## config.mk

```make
export PLATFORM = sky130hd
export DESIGN_NAME = repop_sequencer
export DESIGN_NICKNAME = d
export VERILOG_FILES = /design/src/rtl/repop_pkg.sv /design/src/rtl/repop_mode_select.sv /design/src/rtl/repop_phase_timer.sv /design/src/rtl/repop_local_mux.sv /design/src/rtl/repop_sequencer.sv
export SDC_FILE = /design/constraint.sdc
export NUM_CORES = 1
export LEC_CHECK = 0
export ABC_AREA = 1
export ABC_CLOCK_PERIOD_IN_PS = 4500
export BUFFER_PORTS_ARGS = -buffer_cell sky130_fd_sc_hd__buf_2
export CAP_MARGIN = 20
export CORE_ASPECT_RATIO = 0.8
export CORE_MARGIN = 8
export CORE_UTILIZATION = 64
export CTS_BUF_LIST = sky130_fd_sc_hd__clkbuf_8
export DETAILED_ROUTE_END_ITERATION = 16
export GPL_TIMING_DRIVEN = 1
export PLACE_DENSITY = 0.83
export SYNTH_ARGS = -nofsm -noshare
export SYNTH_HDL_FRONTEND = slang
export SYNTH_SLANG_ARGS = --single-unit
```

## constraint.sdc

```tcl
create_clock -name clk -period 4.5 [get_ports clk]
set_input_delay 0.225 -clock clk [delete_from_list [all_inputs] [get_ports clk]]
set_output_delay 0.225 -clock clk [all_outputs]
set_load 0.01 [all_outputs]
```

## src/rtl/repop_pkg.sv

```systemverilog
package repop_pkg;

  typedef enum logic [1:0] {
    MD_OP   = 2'b00,
    MD_HOLD = 2'b01,
    MD_IC   = 2'b10,
    MD_SP   = 2'b11
  } md_t;

  typedef enum logic [2:0] {
    SEL_SP = 3'd0,
    SEL_HD = 3'd1,
    SEL_IC = 3'd2,
    SEL_OP = 3'd3,
    SEL_PP = 3'd4
  } sel_t;

  localparam int unsigned FACTOR_LO = 5;
  localparam int unsigned FACTOR_HI = 105;

  // Clamp the raw factor into its legal window.
  function automatic int unsigned clamp_factor(input logic [6:0] f);
    int unsigned v;
    v = {25'd0, f};
    if (v < FACTOR_LO) v = FACTOR_LO;
    if (v > FACTOR_HI) v = FACTOR_HI;
    return v;
  endfunction

  // Operate-phase length in ticks: factor * base * 10^decade.
  function automatic int unsigned op_ticks(input logic [6:0] f,
                                           input logic [1:0] d,
                                           input int unsigned base);
    int unsigned scale;
    scale = base;
    for (int i = 0; i < 3; i++) begin
      if (i < int'(d)) scale = scale * 10;
    end
    return clamp_factor(f) * scale;
  endfunction

  // Highest-priority request wins; none keeps the current selection.
  function automatic sel_t next_sel(input logic [4:0] req, input sel_t cur);
    if (req[0])      return SEL_SP;
    else if (req[1]) return SEL_HD;
    else if (req[2]) return SEL_IC;
    else if (req[3]) return SEL_OP;
    else if (req[4]) return SEL_PP;
    return cur;
  endfunction

  // Central mode from selection, master pair, timer phase and force-hold.
  function automatic md_t central_mode(input sel_t sel, input logic m_ic,
                                       input logic m_h, input logic ph_a,
                                       input logic force_hold);
    if (sel == SEL_SP) return MD_SP;
    if (force_hold)    return MD_HOLD;
    case (sel)
      SEL_HD:  return MD_HOLD;
      SEL_IC:  return MD_IC;
      SEL_OP:  return MD_OP;
      default: begin
        if (m_h)              return MD_HOLD;
        else if (m_ic && ph_a) return MD_IC;
        else                  return MD_OP;
      end
    endcase
  endfunction

  // Per-integrator override by the local pair.
  function automatic md_t local_mode(input logic l_ic, input logic l_h,
                                     input md_t c);
    if (c == MD_SP) return MD_SP;
    case ({l_ic, l_h})
      2'b00:   return MD_OP;
      2'b01:   return MD_HOLD;
      2'b10:   return MD_IC;
      default: return c;
    endcase
  endfunction

endpackage

```

## src/rtl/repop_mode_select.sv

```systemverilog
module repop_mode_select
  import repop_pkg::*;
(
  input  logic       clk,
  input  logic       rst_n,
  input  logic [4:0] mode_req,
  input  logic       mst_ic,
  input  logic       mst_h,
  input  logic       orh,
  input  logic       phase_a,
  output sel_t       sel,
  output md_t        cmode
);

  always_ff @(posedge clk or negedge rst_n) begin
    if (!rst_n) sel <= SEL_SP;
    else        sel <= next_sel(mode_req, sel);
  end

  always_comb cmode = central_mode(sel, mst_ic, mst_h, phase_a, orh);

endmodule

```

## src/rtl/repop_phase_timer.sv

```systemverilog
module repop_phase_timer
  import repop_pkg::*;
#(
  parameter int unsigned CW      = 27,
  parameter int unsigned IC_SLOW = 700000,
  parameter int unsigned IC_FAST = 7000,
  parameter int unsigned BASE    = 1000
) (
  input  logic       clk,
  input  logic       rst_n,
  input  logic       tick,
  input  logic       active,
  input  logic       fast,
  input  logic       tmr_hold,
  input  logic [6:0] op_factor,
  input  logic [1:0] op_decade,
  output logic       phase_a,
  output logic       eob,
  output logic       end_op,
  output logic       ic_done
);

  logic          in_op;
  logic          hold_q;
  logic [CW-1:0] cnt;
  logic [CW-1:0] ic_len;
  logic [CW-1:0] op_len;
  logic [CW-1:0] ic_len_new;
  logic [CW-1:0] op_len_new;
  logic          hold_fall;

  assign ic_len_new = fast ? CW'(IC_FAST) : CW'(IC_SLOW);
  assign op_len_new = CW'(op_ticks(op_factor, op_decade, BASE));
  assign hold_fall  = hold_q && !tmr_hold;

  assign end_op  = active && tick && in_op &&
                   (hold_fall || (!tmr_hold && cnt == op_len - 1'b1));
  assign ic_done = active && tick && !in_op && !tmr_hold &&
                   cnt == ic_len - 1'b1;

  always_ff @(posedge clk or negedge rst_n) begin
    if (!rst_n) begin
      in_op  <= 1'b0;
      hold_q <= 1'b0;
      eob    <= 1'b0;
      cnt    <= '0;
      ic_len <= CW'(IC_SLOW);
      op_len <= CW'(op_ticks(7'd5, 2'd0, BASE));
    end else if (!active) begin
      in_op  <= 1'b0;
      hold_q <= 1'b0;
      eob    <= 1'b0;
      cnt    <= '0;
      ic_len <= ic_len_new;
      op_len <= op_len_new;
    end else if (tick) begin
      hold_q <= tmr_hold;
      eob    <= end_op;
      if (end_op) begin
        in_op  <= 1'b0;
        cnt    <= '0;
        ic_len <= ic_len_new;
        op_len <= op_len_new;
      end else if (tmr_hold) begin
        cnt <= cnt;
      end else if (ic_done) begin
        in_op <= 1'b1;
        cnt   <= '0;
      end else begin
        cnt <= cnt + 1'b1;
      end
    end
  end

  assign phase_a = !in_op;

endmodule

```

## src/rtl/repop_local_mux.sv

```systemverilog
module repop_local_mux
  import repop_pkg::*;
#(
  parameter int unsigned NI = 6
) (
  input  md_t              cmode,
  input  logic [NI-1:0]    loc_ic,
  input  logic [NI-1:0]    loc_h,
  output logic [2*NI-1:0]  integ_mode
);

  for (genvar g = 0; g < NI; g++) begin : g_integ
    md_t m;
    always_comb m = local_mode(loc_ic[g], loc_h[g], cmode);
    assign integ_mode[2*g +: 2] = m;
  end

endmodule

```

## src/rtl/repop_sequencer.sv

```systemverilog
module repop_sequencer
  import repop_pkg::*;
#(
  parameter int unsigned NI      = 6,
  parameter int unsigned IC_SLOW = 700000,
  parameter int unsigned IC_FAST = 7000,
  parameter int unsigned BASE    = 1000
) (
  input  logic            clk,
  input  logic            rst_n,
  input  logic            tick,
  input  logic [4:0]      mode_req,
  input  logic            fast,
  input  logic            run,
  input  logic            tmr_hold,
  input  logic            mst_ic,
  input  logic            mst_h,
  input  logic            orh,
  input  logic            ovl_in,
  input  logic            ovl_store,
  input  logic [6:0]      op_factor,
  input  logic [1:0]      op_decade,
  input  logic [NI-1:0]   loc_ic,
  input  logic [NI-1:0]   loc_h,
  output logic            phase_a,
  output logic            phase_b,
  output logic            eob,
  output logic            ovl_flag,
  output logic            st_pp,
  output logic            st_ic,
  output logic            st_op,
  output logic [2*NI-1:0] integ_mode
);

  localparam int unsigned OP_MAX  = FACTOR_HI * BASE * 1000;
  localparam int unsigned LEN_MAX = (OP_MAX > IC_SLOW) ? OP_MAX : IC_SLOW;
  localparam int unsigned CW      = $clog2(LEN_MAX + 1);

  sel_t sel;
  md_t  cmode;
  logic timer_active;
  logic sel_sp_w;
  logic end_op_w;
  logic ic_done_w;

  assign timer_active = (sel == SEL_PP) && run;
  assign sel_sp_w     = (sel == SEL_SP);

  repop_mode_select u_sel (
    .clk      (clk),
    .rst_n    (rst_n),
    .mode_req (mode_req),
    .mst_ic   (mst_ic),
    .mst_h    (mst_h),
    .orh      (orh),
    .phase_a  (phase_a),
    .sel      (sel),
    .cmode    (cmode)
  );

  repop_phase_timer #(
    .CW      (CW),
    .IC_SLOW (IC_SLOW),
    .IC_FAST (IC_FAST),
    .BASE    (BASE)
  ) u_tmr (
    .clk       (clk),
    .rst_n     (rst_n),
    .tick      (tick),
    .active    (timer_active),
    .fast      (fast),
    .tmr_hold  (tmr_hold),
    .op_factor (op_factor),
    .op_decade (op_decade),
    .phase_a   (phase_a),
    .eob       (eob),
    .end_op    (end_op_w),
    .ic_done   (ic_done_w)
  );

  repop_local_mux #(.NI(NI)) u_loc (
    .cmode      (cmode),
    .loc_ic     (loc_ic),
    .loc_h      (loc_h),
    .integ_mode (integ_mode)
  );

  always_ff @(posedge clk or negedge rst_n) begin
    if (!rst_n) ovl_flag <= 1'b0;
    else        ovl_flag <= ovl_in || (ovl_store && ovl_flag);
  end

  assign phase_b = !phase_a;
  assign st_pp   = (sel == SEL_PP);
  assign st_ic   = (cmode == MD_IC);
  assign st_op   = (cmode == MD_OP);

endmodule

```

==> impl_metrics.tcl, run 1 <==
set metrics [dict create \
    skew_ns 0.0129 \
    clock_latency_ns 0.35 \
    cts_tree "built" \
    cts-root-buf "clkbuf_8" \
    rr_worst_depth 13 \
    drt_wl_total_um 27000 \
    p_sw_mw 2.41 \
    violations "negative setup slack" \
    die_area_um2 17000 \
    cp.required_ns 4.72 \
    crit_family "adder cells" \
    fin_crit_sh_pct 113 \
    clk_pin_slew_ns 0.07 \
    cp_num_buf_inv 6 \
    met2_usage_pct 44.9 \
    period_needed_ns 5.10 \
    synth_top_cell_area_share_pct 18.6 \
    final_cell_mix "218 x inv_1, 208 x nand2_1, 160 x nor2_1" \
    cts-hold-fix-buffers 0 \
    p_sw_share_pct 47.1 \
    via_per_inst 5.81 \
    setup_viol 13 \
    synth_flop_cell "dfrtp_1" \
    p_int_mw 2.71 \
    hold_path.class "input port to async pin" \
    reg2reg_from "u_tmr.op_len[8]" \
    finalHoldViolCount 0 \
    use_met1_pct 40.1 \
    drt_iter0_markers 1163 \
    cp_max_fo 6 \
    die_y_um 118 \
    layout.cells.non_filler 1541 \
    drc_errors 0 \
    worst_pin_slew_ns 0.786 \
    worstPathArrival_ns 5.31 \
    endpoint "u_tmr.op_len[26]" \
    p_clk_share_pct 9.2 \
    initial_utilization_pct 65.4 \
    io-pin-count 56 \
    pwr-share-seq_pct 15.5 \
    critPathKind "input port to flop" \
    diodes 0 \
    setup_ws_ns -0.595 \
    leakagePower_nw 5.39 \
    finalNetCount 1528 \
    max_stage_delay_ns 0.59 \
    worstSetupStartpoint "op_decade[1]" \
    antenna_found_initial 0 \
    port_buffers 55 \
    use_met3_pct 10.9 \
    grt-busiest-layer "met2" \
    synth.distinct_cells 43 \
    routedWlPerCell_um 17.5 \
    yosysSeqAreaShare_pct 18.0 \
    dpl.hpwl_um 18500 \
    worst_ir_drop_vdd_mv 0.378 \
    rows 37 \
    drive_above_1_share_pct 26.9 \
    fmax_mhz 196 \
    ys_warn_count 0 \
    finalMaxSlewViolations 0 \
    clockBufferDepth 2 \
    cp.depth 27 \
    drt_pre_antenna_iters 6 \
    comb_power_share_pct 75.2 \
    cts_inserted_buffers 9 \
    grt_util_all_layers_pct 29.8 \
    maxCapViolations 0 \
    syn_inst 1196 \
    relSlewSlack_pct 47.6 \
    grt_setup_unrepaired "true" \
    rrSetupSlack_ns 1.33 \
    r2r-end "u_tmr.cnt[2]" \
    avgSynthCellArea_um2 7.01 \
    grt_first_pass_wirelength_um 41200 \
    dp.cells 1505 \
    outcome "complete, but fails checks" \
    synth_edf_count 0 \
    power.density_nw_per_um2 482 \
    vias 8950 \
    synth_fp_nets 1363 \
    netlist_area_um2 8390 \
    utilization_pct 83.0 \
    yosys-top-cells-area "fa_1 19%, dfrtp_1 16%, inv_1 11%" \
    core_area_um2 12800 \
    place.gp.congestion 0.951 \
    mostFrequentLayoutCell "inv_1" \
    grt-ovfl-total 0 \
    grt_max_degree 61 \
    ant_nets 0 \
    die_x_um 144 \
    crit_slowest_cell "fa_1" \
    start_kind "input port" \
    synthArstFlopShare_pct 100 \
    clock_sink_count 60 \
    syn2layout_area_growth_pct 26.8 \
    ys_ff_latch 60 \
    grt_pass1_vias 8619 \
    h-tree-depth 3 \
    worstSetupEndpointType "flop" \
    synth_top_area_cell "fa_1" \
]
==> kinds of logic (layout without fill, tap and decap cells) <==
logic type      count (synthesis)  count (layout)  synth area share [%]
simple gates                  575             575                  29.5
fa+ha+maj                     130             130                  26.4
compound gates                107             107                  7.80
buf+inv                       270             440                  12.7
xor+xnor                       54              54                  5.64
flops                          60              60                  18.0
==> sequential cells by signal, summed over array words and instances, names as in the netlist <==
| name | count |
|---|---|
| u_tmr.cnt | 27 |
| u_tmr.in_op | 1 |
| u_sel.sel | 3 |
| u_tmr.op_len | 24 |
| u_tmr.eob | 1 |
| u_tmr.ic_len | 2 |
| ovl_flag | 1 |
| u_tmr.hold_q | 1 |
==> area by class of cell <==
class,instances,area [µm²]
fill,812,2180
clock inverter,3,12.5
timing repair buffer,184,1320
clock buffer,13,179
inverter,240,930
tap,175,219
sequential,60,1510
multi-input combinational,866,6470
==> power by group through the flow <==
stage | clock network (mW) | registers, mW | logic, mW
after floorplan | 0 | 0.765 | 2.09
after global placement | 0 | 0.796 | 2.88
after detailed placement | 0 | 0.795 | 3.00
after CTS | 0.472 | 0.789 | 3.36
after global routing | 0.503 | 0.811 | 4.14
final | 0.474 | 0.797 | 3.86
==> Yosys cell counts, types with 26 or more instances <==
master   number
nand3_1      61
a21oi_1      26
inv_1       235
nand2_1     228
nor2_1      188
xnor2_1      28
dfrtp_1      54
ha_1         52
fa_1         78
o21ai_0      27
xor2_1       26
nor3_1       35
==> timing repair <==
action,4_1_cts,5_1_grt
setup endpoints to repair,13,16
pin swaps,47,35
cloned,0,0
buffers inserted,10,10
resized for setup,61,45
==> stage by stage <==
step	total power, mW	instance area, µm²	setup TNS (ns)	setup WS (ns)	hold slack [ns]
floorplan	2.86	8790	-1.00	-0.227	-0.0706
global placement	3.67	9890	-7.03	-0.624	0.407
detailed placement	3.79	9890	-9.51	-0.773	0.410
CTS	4.62	10400	-1.42	-0.171	0.0494
global route	5.45	10600	-8.14	-0.719	0.0467
finish	5.13	10600	-5.44	-0.595	0.0308
==> layer usage <==
| layer | routed length (µm) | vias up |
|---|---|---|
| li1 | - | 4033 |
| met1 | 10800 | 4163 |
| met2 | 11900 | 629 |
| met3 | 3240 | 125 |
| met4 | 1130 | 0 |
| met5 | 0 | - |
==> worst min-delay path by stage <==
stage | from | to | slack (ns) | cells after the start
final | rst_n | ovl_flag | 0.03 | 2
after global routing | ovl_in | ovl_flag | 0.05 | 2
after CTS | ovl_in | ovl_flag | 0.05 | 2
after detailed placement | ovl_in | ovl_flag | 0.41 | 2
after global placement | ovl_in | ovl_flag | 0.41 | 2
after floorplan | rst_n | ovl_flag | -0.07 | 0
No activity file was read; power rests on OpenSTA's default activity.
==> run 2, diff against run 1 <==
--- a/config.mk
+++ b/config.mk
@@ -15,7 +15,8 @@
 export CTS_BUF_LIST = sky130_fd_sc_hd__clkbuf_8
 export DETAILED_ROUTE_END_ITERATION = 16
 export GPL_TIMING_DRIVEN = 1
-export PLACE_DENSITY = 0.83
+export PLACE_DENSITY = 0.82
 export SYNTH_ARGS = -nofsm -noshare
 export SYNTH_HDL_FRONTEND = slang
+export SYNTH_HIERARCHICAL = 1
 export SYNTH_SLANG_ARGS = --single-unit
==> run 2 against run 1 <==
Against the previous run:
- the run still ends with negative setup slack left
- largest cell class unchanged
- count of clock-buffer cells in the layout decreased by 3
- cell count increased by 8.1%
- sequential power increased by 4.6%
- global-route usage increased by 1.6 points
- fmax decreased by 14%
- routed wire length increased by 25%
- sequential share of layout area decreased by 1.9 points
- flip-flop and latch count unchanged
- utilization increased by 2.8 points
==> impl_metrics.tcl, run 2 <==
set metrics [dict create \
    outcome "complete, but fails checks" \
    violations "negative setup slack" \
    die_y_um 124 \
    period_needed_ns 5.95 \
    antenna_found_initial 0 \
    relSlewSlack_pct 47.5 \
    fin_crit_sh_pct 132 \
    finish.instance_area_um2 12300 \
    finalHoldViolCount 0 \
    max_stage_delay_ns 0.58 \
    setup_ws_ns -1.45 \
    netlist_area_um2 9350 \
    pre_cts_ws_ns -1.50 \
    drive_above_1_share_pct 28.7 \
    regMostFlops "u_tmr/cnt" \
    maxCapViolations 0 \
    finalMaxSlewViolations 0 \
    rows 39 \
    grt_first_pass_wirelength_um 46600 \
    start_kind "input port" \
    placed_area_um2 10900 \
    diodes 0 \
    utilization_pct 85.7 \
    grt_setup_unrepaired "true" \
    syn2layout_area_growth_pct 31.1 \
    grt_pass1_vias 9767 \
    ant_nets 0 \
    worstPathArrival_ns 6.24 \
    dpl.hpwl_um 19200 \
    drt_iter0_markers 1465 \
    avgSynthCellArea_um2 7.29 \
    initial_utilization_pct 65.4 \
    port_buffers 55 \
    clk_pin_slew_ns 0.07 \
    critPathKind "input port to flop" \
    leakagePower_nw 6.50 \
    grt-ovfl-total 0 \
    cts_tree "built" \
    final_cell_mix "238 x inv_1, 227 x nand2_1, 144 x nor2_1" \
    syn_inst 1283 \
    skew_ns 0.0111 \
    drt_wl_total_um 33800 \
    via_per_inst 6.11 \
    ys_warn_count 6 \
    worst_ir_drop_vdd_mv 0.473 \
    finalNetCount 1724 \
    h-tree-depth 3 \
    drc_errors 0 \
    cp_max_fo 5 \
    cts_inserted_buffers 9 \
    vias 10200 \
    grt_max_degree 61 \
    worstSetupEndpointType "flop" \
    cp.required_ns 4.79 \
    core_area_um2 14300 \
    cts-root-buf "clkbuf_8" \
    clock_latency_ns 0.35 \
    clockBufferDepth 2 \
    holdWs_ns 0.0192 \
    synth_fp_nets 1530 \
    die_area_um2 18800 \
    die_x_um 151 \
    worst_pin_slew_ns 0.788 \
    grt_util_all_layers_pct 31.4 \
    drt_pre_antenna_iters 9 \
    clock_sink_count 60 \
    largestRegisters "u_tmr/cnt: 27 flops, u_tmr/op_len: 24 flops, u_sel/sel: 3 flops" \
    fmax_mhz 168 \
    largest_reg_flops 27 \
    place.gp.congestion 0.927 \
    io-pin-count 56 \
    hold_path.class "input port to async pin" \
    rrSetupSlack_ns 1.41 \
    setup_viol 16 \
    mostFrequentLayoutCell "inv_1" \
    routedWlPerCell_um 20.3 \
    crit_slowest_cell "fa_1" \
    fillCellCount 725 \
    power.density_nw_per_um2 565 \
]
-- run 2: critical path: cells and delay by family --
family                   cells  cell delay [ns]
AND/OR/NAND/NOR             11             1.86
adder cells (fa/ha/maj)      8             3.26
XOR/XNOR                     1             0.17
AO/OA/AOI/OAI                2             0.22
buffers and inverters        4             0.48
-- run 2: layout make-up --
class | count | area [µm²] | area share, %
multi-input combinational | 924 | 7710 | 62.9
timing repair buffer | 208 | 1550 | 12.6
sequential | 60 | 1510 | 12.3
inverter | 274 | 1040 | 8.52
tap | 184 | 230 | 1.88
clock buffer | 10 | 138 | 1.12
clock inverter | 6 | 80.1 | 0.653
-- run 2: path summary, 6_finish.rpt --
| kind | from | end | depth (start not counted) |
|---|---|---|---|
| hold / removal | rst_n | ovl_flag | 2 |
| setup / recovery | op_factor[3] | u_tmr/op_len[23] | 26 |
| setup reg to reg | u_tmr/op_len[3] | u_tmr/cnt[18] | 15 |
| hold reg to reg | ovl_flag | ovl_flag | 1 |
| min in group clk | ovl_in | ovl_flag | 2 |
| max in group asynchronous | rst_n | u_sel/sel[2] | 2 |
-- run 2: layer usage --
layer	up-vias	track usage, %	part of all wire, %	wire, µm
li1	4339	-	-	-
met1	4604	39.5	35	11900
met2	905	51.5	44	15000
met3	333	7.70	12	4180
met4	0	12.1	8.3	2800
met5	-	0	0	0
-- run 2: power breakdown --
| part | total (mW) | switching, mW | internal, mW |
|---|---|---|---|
| clock | 0.540 | 0.219 | 0.322 |
| sequential | 0.834 | 0.164 | 0.670 |
| combinational | 5.55 | 3.03 | 2.52 |
-- run 2: timing repair --
| action | in CTS | in global routing |
|---|---|---|
| pin swaps | 80 | 33 |
| gates cloned | 1 | 0 |
| hold buffers | 0 | 0 |
| setup endpoints to repair | 17 | 17 |
| setup buffers | 29 | 9 |
| resized for setup | 140 | 43 |
-- run 2: per-stage QoR --
step	setup TNS (ns)	cells	power (mW)
final	-18.91	1666	6.92
after CTS	-11.17	1657	5.86
after global routing	-21.45	1666	7.27
after global placement	-18.45	1614	4.20
after detailed placement	-21.40	1614	4.35
after floorplan	-11.18	1283	3.20
